==> config.mk <==
export PLATFORM = sky130hd
export DESIGN_NAME = i2c_mem_slave
export DESIGN_NICKNAME = d
export VERILOG_FILES = /design/src/rtl/i2c_mem_pkg.sv /design/src/rtl/i2c_bus_sense.sv /design/src/rtl/i2c_mem_array.sv /design/src/rtl/i2c_mem_slave.sv
export SDC_FILE = /design/constraint.sdc
export NUM_CORES = 2
export LEC_CHECK = 0
export BUFFER_PORTS_ARGS = -buffer_cell sky130_fd_sc_hd__buf_2
export CORE_MARGIN = 5
export CORE_UTILIZATION = 40
export DETAILED_ROUTE_END_ITERATION = 16
export GPL_TIMING_DRIVEN = 0
export MAX_ROUTING_LAYER = met4
export PLACE_DENSITY = 0.62
export RECOVER_POWER = 25
export SETUP_SLACK_MARGIN = 0.02
export SLEW_MARGIN = 30
export SYNTH_ARGS = -nofsm -noshare
export SYNTH_HDL_FRONTEND = slang
export SYNTH_SLANG_ARGS = --single-unit
==> constraint.sdc <==
create_clock -name clk -period 10.1 [get_ports clk]
set_input_delay 0.505 -clock clk [delete_from_list [all_inputs] [get_ports clk]]
set_output_delay 0.505 -clock clk [all_outputs]
set_load 0.02 [all_outputs]
==> src/rtl/i2c_mem_pkg.sv <==
package i2c_mem_pkg;

    typedef enum logic [3:0] {
        ST_IDLE,
        ST_ADDR,
        ST_ADDR_ACK,
        ST_WORD,
        ST_WORD_ACK,
        ST_WDATA,
        ST_WDATA_ACK,
        ST_RDATA,
        ST_RACK
    } slv_state_t;

    localparam logic [3:0] DEV_CODE_DEFAULT = 4'b1010;

endpackage

==> src/rtl/i2c_bus_sense.sv <==
module i2c_bus_sense #(
    parameter int SYNC_STAGES = 2
) (
    input  logic clk,
    input  logic rst_n,
    input  logic scl_i,
    input  logic sda_i,
    output logic scl_o,
    output logic sda_o,
    output logic scl_rise_o,
    output logic scl_fall_o,
    output logic start_o,
    output logic stop_o
);

    logic [SYNC_STAGES-1:0] scl_ff;
    logic [SYNC_STAGES-1:0] sda_ff;
    logic                   scl_prev;
    logic                   sda_prev;

    always_ff @(posedge clk) begin
        if (!rst_n) begin
            scl_ff   <= '1;
            sda_ff   <= '1;
            scl_prev <= 1'b1;
            sda_prev <= 1'b1;
        end else begin
            scl_ff   <= {scl_ff[SYNC_STAGES-2:0], scl_i};
            sda_ff   <= {sda_ff[SYNC_STAGES-2:0], sda_i};
            scl_prev <= scl_ff[SYNC_STAGES-1];
            sda_prev <= sda_ff[SYNC_STAGES-1];
        end
    end

    assign scl_o      = scl_ff[SYNC_STAGES-1];
    assign sda_o      = sda_ff[SYNC_STAGES-1];
    assign scl_rise_o = scl_o & ~scl_prev;
    assign scl_fall_o = ~scl_o & scl_prev;
    assign start_o    = scl_o & scl_prev & sda_prev & ~sda_o;
    assign stop_o     = scl_o & scl_prev & ~sda_prev & sda_o;

endmodule

==> src/rtl/i2c_mem_array.sv <==
module i2c_mem_array #(
    parameter int ADDR_W = 9,
    parameter int DATA_W = 8
) (
    input  logic              clk,
    input  logic              we_i,
    input  logic [ADDR_W-1:0] waddr_i,
    input  logic [DATA_W-1:0] wdata_i,
    input  logic [ADDR_W-1:0] raddr_i,
    output logic [DATA_W-1:0] rdata_o
);

    localparam int DEPTH = 1 << ADDR_W;

    logic [DATA_W-1:0] cells [DEPTH];

    always_ff @(posedge clk) begin
        if (we_i) begin
            cells[waddr_i] <= wdata_i;
        end
    end

    assign rdata_o = cells[raddr_i];

endmodule

==> src/rtl/i2c_mem_slave.sv <==
module i2c_mem_slave
    import i2c_mem_pkg::*;
#(
    parameter int         ADDR_W   = 9,
    parameter logic [3:0] DEV_CODE = DEV_CODE_DEFAULT
) (
    input  logic       clk,
    input  logic       rst_n,
    input  logic       scl_i,
    input  logic       sda_i,
    input  logic [1:0] sel_i,
    output logic       sda_pull_o
);

    localparam int LOW_W = ADDR_W - 1;

    logic scl_s, sda_s, scl_rise, scl_fall, start_det, stop_det;

    slv_state_t        state, state_nx;
    logic [3:0]        bit_cnt;
    logic [7:0]        shreg;
    logic [7:0]        txreg;
    logic [ADDR_W-1:0] ptr;
    logic              msb_q;
    logic              mack_q;
    logic              pull_q;
    logic [7:0]        rd_data;
    logic              mem_we;
    logic              byte_done;
    logic              addr_hit;

    i2c_bus_sense #(.SYNC_STAGES(2)) sense_i (
        .clk        (clk),
        .rst_n      (rst_n),
        .scl_i      (scl_i),
        .sda_i      (sda_i),
        .scl_o      (scl_s),
        .sda_o      (sda_s),
        .scl_rise_o (scl_rise),
        .scl_fall_o (scl_fall),
        .start_o    (start_det),
        .stop_o     (stop_det)
    );

    i2c_mem_array #(.ADDR_W(ADDR_W), .DATA_W(8)) array_i (
        .clk     (clk),
        .we_i    (mem_we),
        .waddr_i (ptr),
        .wdata_i (shreg),
        .raddr_i (ptr),
        .rdata_o (rd_data)
    );

    assign byte_done = (bit_cnt == 4'd8);
    assign addr_hit  = (shreg[7:4] == DEV_CODE) && (shreg[3:2] == sel_i);
    assign mem_we    = (state == ST_WDATA) && scl_fall && byte_done;

    // next-state logic
    always_comb begin
        state_nx = state;
        if (start_det) begin
            state_nx = ST_ADDR;
        end else if (stop_det) begin
            state_nx = ST_IDLE;
        end else begin
            unique case (state)
                ST_IDLE:      state_nx = ST_IDLE;
                ST_ADDR:      if (scl_fall && byte_done) state_nx = addr_hit ? ST_ADDR_ACK : ST_IDLE;
                ST_ADDR_ACK:  if (scl_fall) state_nx = shreg[0] ? ST_RDATA : ST_WORD;
                ST_WORD:      if (scl_fall && byte_done) state_nx = ST_WORD_ACK;
                ST_WORD_ACK:  if (scl_fall) state_nx = ST_WDATA;
                ST_WDATA:     if (scl_fall && byte_done) state_nx = ST_WDATA_ACK;
                ST_WDATA_ACK: if (scl_fall) state_nx = ST_IDLE;
                ST_RDATA:     if (scl_fall && byte_done) state_nx = ST_RACK;
                ST_RACK:      if (scl_fall) state_nx = mack_q ? ST_RDATA : ST_IDLE;
                default:      state_nx = ST_IDLE;
            endcase
        end
    end

    // state register
    always_ff @(posedge clk) begin
        if (!rst_n) state <= ST_IDLE;
        else        state <= state_nx;
    end

    // datapath and output register
    always_ff @(posedge clk) begin
        if (!rst_n) begin
            bit_cnt <= '0;
            shreg   <= '0;
            txreg   <= '0;
            ptr     <= '0;
            msb_q   <= 1'b0;
            mack_q  <= 1'b0;
            pull_q  <= 1'b0;
        end else if (start_det || stop_det) begin
            bit_cnt <= '0;
            pull_q  <= 1'b0;
        end else begin
            unique case (state)
                ST_ADDR, ST_WORD, ST_WDATA: begin
                    if (scl_rise && !byte_done) begin
                        shreg   <= {shreg[6:0], sda_s};
                        bit_cnt <= bit_cnt + 4'd1;
                    end
                    if (scl_fall && byte_done) begin
                        bit_cnt <= '0;
                        pull_q  <= (state != ST_ADDR) || addr_hit;
                        if (state == ST_ADDR)  msb_q <= shreg[1];
                        if (state == ST_WORD)  ptr   <= {msb_q, shreg[LOW_W-1:0]};
                        if (state == ST_WDATA) ptr   <= ptr + 1'b1;
                    end
                end
                ST_ADDR_ACK: begin
                    if (scl_fall) begin
                        if (shreg[0]) begin
                            txreg  <= rd_data;
                            pull_q <= ~rd_data[7];
                            ptr    <= ptr + 1'b1;
                        end else begin
                            pull_q <= 1'b0;
                        end
                    end
                end
                ST_WORD_ACK, ST_WDATA_ACK: begin
                    if (scl_fall) pull_q <= 1'b0;
                end
                ST_RDATA: begin
                    if (scl_rise) bit_cnt <= bit_cnt + 4'd1;
                    if (scl_fall) begin
                        if (byte_done) begin
                            pull_q  <= 1'b0;
                            bit_cnt <= '0;
                        end else begin
                            txreg  <= {txreg[6:0], 1'b0};
                            pull_q <= ~txreg[6];
                        end
                    end
                end
                ST_RACK: begin
                    if (scl_rise) mack_q <= ~sda_s;
                    if (scl_fall) begin
                        if (mack_q) begin
                            txreg  <= rd_data;
                            pull_q <= ~rd_data[7];
                            ptr    <= ptr + 1'b1;
                        end else begin
                            pull_q <= 1'b0;
                        end
                    end
                end
                default: begin
                end
            endcase
        end
    end

    assign sda_pull_o = pull_q;

    AST_PULL_SCL_LOW: assert property (@(posedge clk) disable iff (!rst_n)
        (sda_pull_o != $past(sda_pull_o)) |-> !$past(scl_s));

    AST_IDLE_RELEASED: assert property (@(posedge clk) disable iff (!rst_n)
        (state == ST_IDLE) |-> !sda_pull_o);

    AST_START_RESTART: assert property (@(posedge clk) disable iff (!rst_n)
        start_det |=> (state == ST_ADDR && bit_cnt == 4'd0 && !sda_pull_o));

    AST_NO_ACK_MISMATCH: assert property (@(posedge clk) disable iff (!rst_n)
        (state == ST_ADDR && scl_fall && byte_done && !addr_hit) |=> (state == ST_IDLE && !sda_pull_o));

    AST_READ_ADVANCE: assert property (@(posedge clk) disable iff (!rst_n)
        (state == ST_RACK && scl_fall && mack_q) |=> (ptr == ADDR_W'($past(ptr) + 1'b1)));

endmodule

==> metrics <==
register area between 100,000 and 150,000 um2; number of global-route vias before repair 86.90k; CTS tree yes; Final Slew Violations ~2.3k; Post-Syn Nets 7,586; Post-Route WL approximately 700,000 um; CTS sink count around 4.1k; logic gate share of total power under 10%; fin crit share between 70% and 80%; critical path type flop to flop; clk_skew approximately 60 ps; share of synthesized flip-flops with an asynchronous set or reset 0%; Initial Utilization 40.20%; clk slew on worst S/H paths 60 ps; Inserted Clock Buffers 421; WHS Path Cells 3; highest routed metal layer met4; Post-DP Area roughly 170,000 um2; setup TNS 0 ps; root buffer selected by CTS clkbuf_16; total gr overflow 0; Final Hold Viols 0; Max rail drop VDD ~0.15 mV; hold slack about 220 ps; HP Class primary input to flop; Nets a little over 8k; endpoint class of the critical path flop; Reg power frac 53.5%; commonest cells after routing, fill and taps aside edfxtp_1 (4,096), mux4_2 (962), nor2_1 (441), clkbuf_16 (424), mux2i_1 (321); WHS Endpoint sense_i.sda_ff[0]; row cnt around 230; Int Pwr roughly 0.027 W; clk buf depth 4; initial DRC count 20.43k; initial antenna violation count between 100 and 150; Final setup viols 0; Max-Cap Viols 41; failing checks capacitance limit, slew limit; crit path DAT 8850 ps; Vias 94.27k; worst r2r path cells 5; cell breakdown of the critical path clkbuf_1 -> clkbuf_1 -> clkbuf_1 -> buf_12 -> buf_16; fin util 46.30%; metal2 WL roughly 290,000 um; # resized after CTS 0; met3 wire len around 120,000 um; Seq/Total Area, Yosys between 70 and 80%; Most Frequent Cell on Critical Path clkbuf_1; Crit path max-delay family buffers and inverters; IO Pins 7; largest net degree at the start of global routing 74; DRT Pass-1 Iters 10; post-route ant nets 0; # H-tree levels 5; cell taking the most area after synthesis edfxtp_1; r2r setup slk a little over 2000 ps; die area just over 400,000 um2; Post-Place Cells between 10k and 15k; postcts setup bufs 0; Post-synth EDFFs approximately 4k; Leak 56.96 nW; most common cell after layout, fill and taps aside edfxtp_1; Ys Warns 0; die height 643.8 um; Clock Power Share 44.4%; filler cell count ~33k; Tightest Pin Transition roughly 3400 ps; switching portion of total power about 22%; switching power 0.007507 W; fin cells about 14k; Setup crit start kind flop; Mapped Avg Cell Area 21.22 um2; Area contributors post-synth edfxtp_1 (77%), mux4_2 (13%), mux2i_1 (2.0%); share of post-route cells with drive strength above 1 27.20%; Routed WL per cell between 50 and 60 um; outcome finished with violations; Power Dens Cells 188.3 nW/um2; port buffer count 6; Slew headroom -124.7%; core area 399,700 um2; synthesized cell area ~160,000 um2; die width between 600 and 700 um; Post-Synthesis Cells about 7.6k; fin area 185,100 um2; RSZ-0062 raised after global routing no; main flop type after synthesis edfxtp_1; Clock Latency Late Sink slightly above 1000 ps; top cell type's share of synthesized area around 77%; first-pass GRT wire length around 900,000 um; Worst EP required about 11,000 ps; Max FO, Critical Path between 70 and 80; worst r2r src shreg[5]; crit path max-delay cell type clkbuf_1; Worst R2R End array_i.cells[100][5]; Cell variety after synth slightly above 80; Vias per Instance roughly 6.8; Hold-fix buffers, CTS 3; number of synthesized register bits roughly 4.1k; area grow syn2layout 15.15%; max incr delay on CP approximately 2400 ps; CP bufs+invs 5; footprint of the multi-input gates ~35,000 um2; DR DRC count 0; GR Util All Layers 33.89%; HPWL Detailed approximately 480,000 um; WP depth 5; HP Start sda_i; routability-driven placement congestion ratio about 1.0; f_max 124.2 MHz; wl on met1 226,400 um; Final min period about 8000 ps
[layer usage]
metal	vias up	GRT usage [%]
li1	33130	-
met1	49670	39.51
met2	9208	44.95
met3	2264	16.22
met4	0	25.64
met5	-	-
[logic make-up after synthesis]
kind of cell	after synthesis	share of synthesized area, %
flops	4146	77.16
compound gates	599	2.530
xor+xnor	5	0.02726
mux	1295	15.58
buf+inv	466	1.722
simple gates	1057	2.926
fa+ha+maj	6	0.04672
[tightest hold or removal path, cell delays in order]
cell,delay [ps]
dlygate4sd3_1,530
buf_2,90
nand2b_1,80
[synthesized netlist by cell type, types with 6 or more instances]
library cell	instances
or3_1	9
buf_8	6
nor4_1	53
o21ai_0	41
nand4_1	35
mux4_2	962
a31oi_1	14
nor3_1	33
ha_1	6
a22oi_1	129
buf_2	124
o32ai_1	7
buf_1	12
and2_1	8
o21a_1	7
edfxtp_1	4096
o221ai_1	21
o31ai_1	8
a21oi_1	60
dfxtp_1	50
nor2b_1	35
a211oi_1	25
nand2_1	169
mux2_2	10
buf_4	104
a311oi_1	6
a32o_1	7
clkbuf_1	153
nand3_1	41
inv_1	13
nand2b_1	24
mux2i_1	321
buf_6	45
nor2_1	606
o22ai_1	228
[sequential cells by signal, indices dropped and copies added (netlist names), named ones only]
name              cells
array_i.cells      4096
ptr                   9
shreg                 8
txreg                 7
bit_cnt               4
state                 4
sense_i.scl_ff        2
sense_i.sda_ff        2
mack_q                1
msb_q                 1
sda_pull_o            1
sense_i.scl_prev      1
sense_i.sda_prev      1
[power by group through the flow]
| stage | combinational [W] | sequential, W | clock [W] |
|---|---|---|---|
| 3_3_place_gp | 0.000663 | 0.0190 | 0 |
| 6_report | 0.000754 | 0.0186 | 0.0155 |
| 5_1_grt | 0.000719 | 0.0186 | 0.0161 |
| 3_5_place_dp | 0.000697 | 0.0190 | 0 |
| 4_1_cts | 0.000699 | 0.0186 | 0.0154 |
| 2_1_floorplan | 0.000274 | 0.0190 | 0 |
[worst max path at each step]
stage | start | endpoint | slack [ps]
CTS | flop | txreg[3] | 4140
global placement | shreg[0] | txreg[3] | -6930
global route | shreg[5] | array_i.cells[100][5] | 2070
floorplan | shreg[0] | txreg[1] | 1860
detailed placement | flop | txreg[3] | 4140
finish | shreg[5] | array_i.cells[100][5] | 2050
[per-stage QoR]
stage | power (W) | worst slack [ps]
3_3_place_gp | 0.01967 | -6926
6_report | 0.03484 | 2051
2_1_floorplan | 0.01927 | 1860
3_5_place_dp | 0.01969 | 4143
4_1_cts | 0.03469 | 4144
5_1_grt | 0.03544 | 2074
[cell type report]
cell class	count	area share, %
Inverter	16	0.03245
Clock inverter	257	1.283
Timing Repair Buffer	189	1.692
Antenna cell	111	0.1501
Buffer	450	1.588
Tap cell	5265	3.560
Sequential cell	4146	67.01
Clock buffer	514	5.938
Multi-Input combinational cell	2962	18.75
(Power assumes the default switching activity.)
